[config.mk]
export PLATFORM = sky130hd
export DESIGN_NAME = e1_line_loop
export DESIGN_NICKNAME = d
export VERILOG_FILES = /design/src/rtl/e1_line_loop.sv
export SDC_FILE = /design/constraint.sdc
export NUM_CORES = 1
export LEC_CHECK = 0
export BUFFER_PORTS_ARGS = -buffer_cell sky130_fd_sc_hd__clkbuf_2
export CAP_MARGIN = 10
export CELL_PAD_IN_SITES_DETAIL_PLACEMENT = 0
export CELL_PAD_IN_SITES_GLOBAL_PLACEMENT = 1
export CORE_MARGIN = 5
export CORE_UTILIZATION = 43
export CTS_CLUSTER_SIZE = 25
export DETAILED_ROUTE_END_ITERATION = 10
export PLACE_DENSITY_LB_ADDON = 0.05
export SKIP_LAST_GASP = 1
export SYNTH_ARGS = -nofsm -noshare
export SYNTH_HDL_FRONTEND = slang
export SYNTH_SLANG_ARGS = --single-unit
[constraint.sdc]
create_clock -name clk -period 2.4 [get_ports clk]
set_input_delay 0.24 -clock clk [delete_from_list [all_inputs] [get_ports clk]]
set_output_delay 0.24 -clock clk [all_outputs]
set_load 0.005 [all_outputs]
[src/rtl/e1_line_loop.sv]
module e1_line_loop #(
  parameter int PULSE_GAP = 8
) (
  input  logic clk,
  input  logic rst_n,
  input  logic bit_en,
  input  logic rx_bit,
  input  logic tx_bit,
  input  logic lp_line,
  input  logic lp_codec,
  input  logic lp_frame,
  input  logic alarm_en,
  input  logic ais_sel,
  input  logic pulse_test,
  output logic line_bit,
  output logic line_p,
  output logic line_n,
  output logic mem_bit
);
  localparam int CW = (PULSE_GAP > 1) ? $clog2(PULSE_GAP) : 1;
  localparam logic [5:0] CTL_RST = 6'b100000;

  // {line loop, codec loop, frame loop, alarm, ais select, pulse test}
  logic [5:0] ctl_q;
  logic [CW-1:0] cnt_q;
  logic pol_q, alt_q;

  wire c_lp1 = ctl_q[5];
  wire c_lp2 = ctl_q[4];
  wire c_lp3 = ctl_q[3];
  wire c_als = ctl_q[2];
  wire c_ais = ctl_q[1];
  wire c_asp = ctl_q[0];

  wire tx_src   = (c_lp2 && !c_lp1) ? rx_bit : tx_bit;
  wire rx_src   = (c_lp1 || c_lp3) ? tx_bit : rx_bit;
  wire alt_mode = c_als && !c_ais && !c_asp;
  wire pulse_now = c_asp && (cnt_q == '0);

  logic line_d;
  always_comb begin
    if (c_asp)                line_d = 1'b0;
    else if (c_als)           line_d = c_ais ? 1'b1 : alt_q;
    else if (c_lp1 && c_ais)  line_d = 1'b1;
    else                      line_d = tx_src;
  end

  always_ff @(posedge clk or negedge rst_n) begin
    if (!rst_n)      ctl_q <= CTL_RST;
    else if (bit_en) ctl_q <= {lp_line, lp_codec, lp_frame, alarm_en, ais_sel, pulse_test};
  end

  always_ff @(posedge clk or negedge rst_n) begin
    if (!rst_n) begin
      cnt_q <= '0;
      pol_q <= 1'b0;
    end else if (!c_asp) begin
      cnt_q <= '0;
      pol_q <= 1'b0;
    end else if (bit_en) begin
      cnt_q <= (cnt_q == CW'(PULSE_GAP - 1)) ? '0 : cnt_q + 1'b1;
      if (pulse_now) pol_q <= ~pol_q;
    end
  end

  always_ff @(posedge clk or negedge rst_n) begin
    if (!rst_n)        alt_q <= 1'b0;
    else if (!alt_mode) alt_q <= 1'b0;
    else if (bit_en)   alt_q <= ~alt_q;
  end

  always_ff @(posedge clk or negedge rst_n) begin
    if (!rst_n) begin
      line_bit <= 1'b0;
      line_p   <= 1'b0;
      line_n   <= 1'b0;
      mem_bit  <= 1'b0;
    end else if (bit_en) begin
      line_bit <= line_d;
      line_p   <= pulse_now && !pol_q;
      line_n   <= pulse_now && pol_q;
      mem_bit  <= rx_src;
    end
  end
endmodule

==> results.sh, run 1 <==
export IMPL_core_um2=1520
export IMPL_yosysTopAreaCellShare=0.500
export IMPL_synth_common_cells="dfrtp_1 (14), mux2_2 (8), mux2i_1 (5), nor2_1 (5)"
export IMPL_syn_inst=56
export IMPL_fp_dieH_um=50.4
export IMPL_clock_latency_ns=0.28
export IMPL_yosysMostFrequentCell="dfrtp_1"
export IMPL_seq_area_um2=377
export IMPL_routedWlPerCell_um=13.2
export IMPL_synth_area_leaders="dfrtp_1 (50%), mux2_2 (13%), mux2i_1 (7.1%)"
export IMPL_p_sw_uw=141
export IMPL_synthArstFlopShare=1.00
export IMPL_p_leak_nw=0.390
export IMPL_start_kind="flop"
export IMPL_outcome="complete, no violations"
export IMPL_whs_ns=0.187
export IMPL_r2r_slack_ns=1.18
export IMPL_fin_util=0.536
export IMPL_grt_antenna_before_repair=0
export IMPL_syn_num_nets=70
export IMPL_ir_worst_vdd_mv=0.308
export IMPL_cap_violations=0
export IMPL_grt_max_degree=18
export IMPL_setup_tns_ns=0
export IMPL_busiest_layer="met2"
export IMPL_sequentialPowerShare=0.565
export IMPL_grt_overflow=0
export IMPL_netlist_area_um2=701
export IMPL_slew_viol_final=0
export IMPL_period_minus_slack_ns=1.22
export IMPL_clockRootBuffer="clkbuf_4"
export IMPL_synth_edff_count=0
export IMPL_die_w_um=50.4
export IMPL_grt_pass1_vias=465
export IMPL_p_int_uw=405
export IMPL_endpoint_kind="flop"
export IMPL_drc_errors=0
export IMPL_multi_input_area_um2=303
export IMPL_initialDrtViolationCount=1
export IMPL_rsz0062_at_grt="false"
export IMPL_grt_use_met3=0.0296
export IMPL_hold_viol=0
export IMPL_gr_usage_all_layers=0.107
export IMPL_cts_buffers=3
export IMPL_ios=15
export IMPL_min_path_type="input port to flop"
export IMPL_rows=14
export IMPL_io_buffers=14
export IMPL_grtUsageMet2=0.163
export IMPL_clkTransAtPathRegs_ns=0.09
export IMPL_gp_congestion=0.636
export IMPL_start_util=0.460
export IMPL_vias=451
export IMPL_p_comb_frac=0.178
export IMPL_synth_seq_cells=15
export IMPL_grt_util_met1=0.133
export IMPL_fin_nets=88
export IMPL_fmax_ghz=0.819
export IMPL_p_per_area_nw_per_um2=669
export IMPL_setup_viol=0
export IMPL_cts_sinks=15
export IMPL_ctsLongestPathBuffers=2
export IMPL_slew_headroom=0.722
export IMPL_synthFlopType="dfrtp_1"
export IMPL_fillCellCount=151
export IMPL_timing_final_crit_share=0.509
export IMPL_required_ns=2.57
export IMPL_cp_data_arrival_time_ns=1.39
export IMPL_worstMarginPinSlew_ns=0.417
export IMPL_crit_fanout=4
export IMPL_antenna_cells=0
export IMPL_power_total_uw=547
export IMPL_switching_share=0.259
export IMPL_firstDrtPassIters=2
export IMPL_yosys_warnings=0
export IMPL_drive_gt1_frac=0.356
export IMPL_clockPowerShare=0.258
export IMPL_synthToLayoutAreaGrowth_pct=16.6
export IMPL_ant_nets=0
export IMPL_synth_distinct_cells=18
export IMPL_grt_pass1_wl_um=2060
export IMPL_path_class="flop to flop"
export IMPL_syn_area_per_cell_um2=12.5
export IMPL_cts_tree="yes"
export IMPL_post_cts_setup_buffers=0
export IMPL_clock_skew_ns=0.00442
export IMPL_die_area_um2=2540
export IMPL_h_tree_depth=1
export IMPL_routed_wl_um=1170
export IMPL_yosysSeqAreaShare=0.538
export IMPL_yosys_area_top_type="dfrtp_1"
export IMPL_vias_per_cell=5.07
-- critical path: stages, from the launching register on --
cell and delay, ns:
dfstp_2 0.55, nor4b_1 0.20, a2111oi_0 0.10, mux2_2 0.26
-- cell type report --
cell class	instances	share of cell area
inverters	3	0.0138
well taps	16	0.0245
flip-flops and latches	15	0.461
clock buffers	4	0.0322
multi-input cells	36	0.371
repair buffers	15	0.0980
-- final timing paths --
check                      startpoint  endpoint  cells after the start
setup / recovery             ctl_q[5]  line_bit                      3
hold / removal               lp_frame  ctl_q[3]                      2
setup reg to reg             ctl_q[5]  line_bit                      3
hold reg to reg              ctl_q[1]     alt_q                      1
max in group asynchronous       rst_n  ctl_q[5]                      2
min in group asynchronous       rst_n  ctl_q[3]                      2
-- metal layers --
layer | vias up | routed length, µm
li1 | 228 | -
met1 | 212 | 540
met2 | 9 | 545
met3 | 2 | 71
met4 | 0 | 13
met5 | - | 0
-- power groups by stage --
stage               Sequential (mW)  Clock, mW  Combinational, mW
finish                        0.309      0.141             0.0970
global route                  0.314      0.165              0.110
CTS                           0.310      0.149             0.0998
detailed placement            0.314          0             0.0967
global placement              0.313          0             0.0957
floorplan                     0.309          0             0.0641
-- stage by stage --
stage | std cells | cell area, µm² | setup WS [ns]
floorplan | 56 | 701 | 1.22
CTS | 89 | 817 | 1.16
detailed placement | 84 | 781 | 1.17
global placement | 84 | 781 | 1.19
finish | 89 | 817 | 1.18
global route | 89 | 817 | 1.06
-- cells in the final DEF, fill, tap and decap left out --
master	synthesis	layout
o22ai_1	1	1
clkbuf_4	0	3
dlygate4sd3_1	0	1
a21oi_1	1	1
and2_1	1	1
nor2_1	5	5
dfstp_2	1	1
xnor2_1	2	2
dfrtp_1	14	14
mux2i_1	5	5
inv_1	3	3
a2111oi_0	1	1
ha_1	3	3
nand2_1	1	1
nor4b_1	2	2
nand3b_1	2	2
clkbuf_2	0	14
nor2b_1	3	3
clkbuf_1	0	1
mux2_2	8	8
nor3b_1	1	1
-- cell families after synthesis --
kind of cell,after synthesis,synth area share
AOI/OAI and AO/OA,3,0.0286
xor gates and xnor gates,2,0.0250
adders and majority gates,3,0.0536
buffers and inverters,5,0.0304
DFF,15,0.538
muxes,13,0.200
and+or+nand+nor,15,0.125
-- what timing repair did --
item | CTS | global route
gates resized for setup | 0 | 0
endpoints found under the hold margin | 14 | 0
hold buffers | 1 | 0
-- registers in the layout, summed over array words and instances, names as in the netlist --
name	flops
cnt_q	3
mem_bit	1
alt_q	1
line_bit	1
ctl_q	6
line_p	1
line_n	1
pol_q	1
No activity file was read; power rests on OpenSTA's default activity.
==> run 2, diff against run 1 <==
- CORE_UTILIZATION: 43 -> 40
- clock period: 2.4 -> 1.2 ns (I/O delays scaled with it)
==> run 2 against run 1 <==
  * Setup slack worse by 1.2 ns
  * Clock power rose by 99%
  * Final cell count up 2.2%
  * Critical path type unchanged
  * Critical endpoint unchanged
  * Largest cell class unchanged
==> results.sh, run 2 (synthesis results as in run 1) <==
export IMPL_drc_errors=0
export IMPL_setup_viol=0
export IMPL_path_cells="nor2_1, a2111oi_0, mux2_2"
export IMPL_antenna_cells=0
export IMPL_ir_worst_vdd_mv=0.771
export IMPL_crit_fanout=3
export IMPL_crit_path_top_delay_cell="dfstp_2"
export IMPL_path_class="flop to flop"
export IMPL_hold_viol=0
export IMPL_grt_pass1_vias=464
export IMPL_cts_tree="yes"
export IMPL_io_buffers=14
export IMPL_clock_skew_ns=0.00283
export IMPL_largest_reg_flops=6
export IMPL_timing_final_crit_share=0.984
export IMPL_layout_common_cells="clkbuf_2 (14), dfrtp_1 (13), mux2_2 (8), nor2_1 (5), mux2i_1 (5)"
export IMPL_p_per_area_nw_per_um2=1290
export IMPL_dp_hpwl_um=820
export IMPL_firstDrtPassIters=2
export IMPL_grt_max_degree=18
export IMPL_grt_antenna_before_repair=0
export IMPL_vias=448
export IMPL_grt_overflow=0
export IMPL_required_ns=1.42
export IMPL_endpoint_kind="flop"
export IMPL_ios=15
export IMPL_cpPeakStageDelay_ns=0.55
export IMPL_wl_met2_um=549
export IMPL_p_leak_nw=0.396
export IMPL_start_kind="flop"
export IMPL_period_minus_slack_ns=1.18
export IMPL_slew_headroom=0.713
export IMPL_r2r_start="ctl_q[5]"
export IMPL_dpl_cell_area_um2=790
export IMPL_setup_tns_ns=0
export IMPL_gr_usage_all_layers=0.102
export IMPL_fin_nets=89
export IMPL_cap_violations=0
export IMPL_outcome="complete, no violations"
export IMPL_startpoint="ctl_q[5]"
export IMPL_clock_latency_ns=0.28
export IMPL_gp_congestion=0.699
export IMPL_fp_dieH_um=51.9
export IMPL_min_path_type="input port to flop"
export IMPL_start_util=0.415
export IMPL_fin_util=0.515
export IMPL_top_layer_used="met3"
export IMPL_grt_pass1_wl_um=1990
export IMPL_rows=15
export IMPL_core_um2=1690
export IMPL_routed_wl_um=1210
export IMPL_die_w_um=51.9
export IMPL_h_tree_depth=1
export IMPL_wl_met3_um=66
export IMPL_die_area_um2=2690
export IMPL_slew_viol_final=0
export IMPL_design_area_um2=870
export IMPL_reg_top3="ctl_q x6, cnt_q x3"
export IMPL_cts_sinks=15
export IMPL_mostFrequentLayoutCell="clkbuf_2"
export IMPL_power_total_mw=1.12
export IMPL_regMostFlops="ctl_q"
export IMPL_cp_data_arrival_time_ns=1.40
export IMPL_ant_nets=0
export IMPL_routedWlPerCell_um=13.3
export IMPL_ctsLongestPathBuffers=2
export IMPL_hold_path_startpoint="ais_sel"
export IMPL_cts_buffers=3
export IMPL_drive_gt1_frac=0.459
export IMPL_worstMarginPinSlew_ns=0.430
export IMPL_post_cts_setup_buffers=0
export IMPL_wl_met1_um=594
export IMPL_vias_per_cell=4.92
export IMPL_initialDrtViolationCount=5
export IMPL_clockRootBuffer="clkbuf_4"
export IMPL_clkTransAtPathRegs_ns=0.09
export IMPL_synthToLayoutAreaGrowth_pct=24.1
export IMPL_rsz0062_at_grt="true"
export IMPL_fmax_ghz=0.847
-- run 2: area by class of cell --
type                    count  area, µm²
flip-flops and latches     15        378
multi-input cells          36        345
inverters                   3       11.3
clock buffers               4       26.3
repair buffers             16       87.6
well taps                  17       21.3
fillers                   161        820
-- run 2: per-layer routing --
metal,vias up,global-route usage
met5,-,0
met4,0,0.0524
met3,0,0.0372
met2,9,0.146
met1,208,0.133
li1,231,-
-- run 2: what timing repair did --
action | in CTS | in global routing
gates resized for setup | 1 | 8
endpoints found under the hold margin | 14 | 0
pin swaps | 0 | 3
setup endpoints to repair | 1 | 5
hold buffers | 1 | 0
-- run 2: path summary, 6_finish.rpt --
path                       endpoint  slack, ns  cells after the start
setup / recovery           line_bit       0.02                      3
hold / removal             ctl_q[1]       0.07                      2
setup reg to reg           line_bit       0.02                      3
hold reg to reg              line_p       0.51                      1
max in group asynchronous  ctl_q[5]       0.60                      2
min in group asynchronous  ctl_q[4]       0.28                      2
-- run 2: worst max-delay path, delay by kind of cell, from the launching register on --
kind / cells / cell delay [ns]
flops: 1 / 0.55
compound gates: 1 / 0.32
mux: 1 / 0.21
simple gates: 1 / 0.04
-- run 2: power by group --
part	leakage (nW)	internal [mW]	total (mW)	switching, mW
Sequential	0.185	0.569	0.621	0.0523
Clock	0.0150	0.129	0.281	0.152
Combinational	0.196	0.128	0.216	0.0882
Total	0.396	0.826	1.12	0.292
-- run 2: metrics by stage --
| stage | std cells | hold WS [ns] | setup slack, ns |
|---|---|---|---|
| final | 91 | 0.0692 | 0.0196 |
| after detailed placement | 86 | 0.0588 | -0.0147 |
| after floorplan | 56 | -0.176 | 0.0219 |
| after global routing | 91 | 0.0440 | -0.0326 |
| after CTS | 91 | 0.0547 | 0.00370 |
| after global placement | 86 | 0.0580 | -0.00557 |
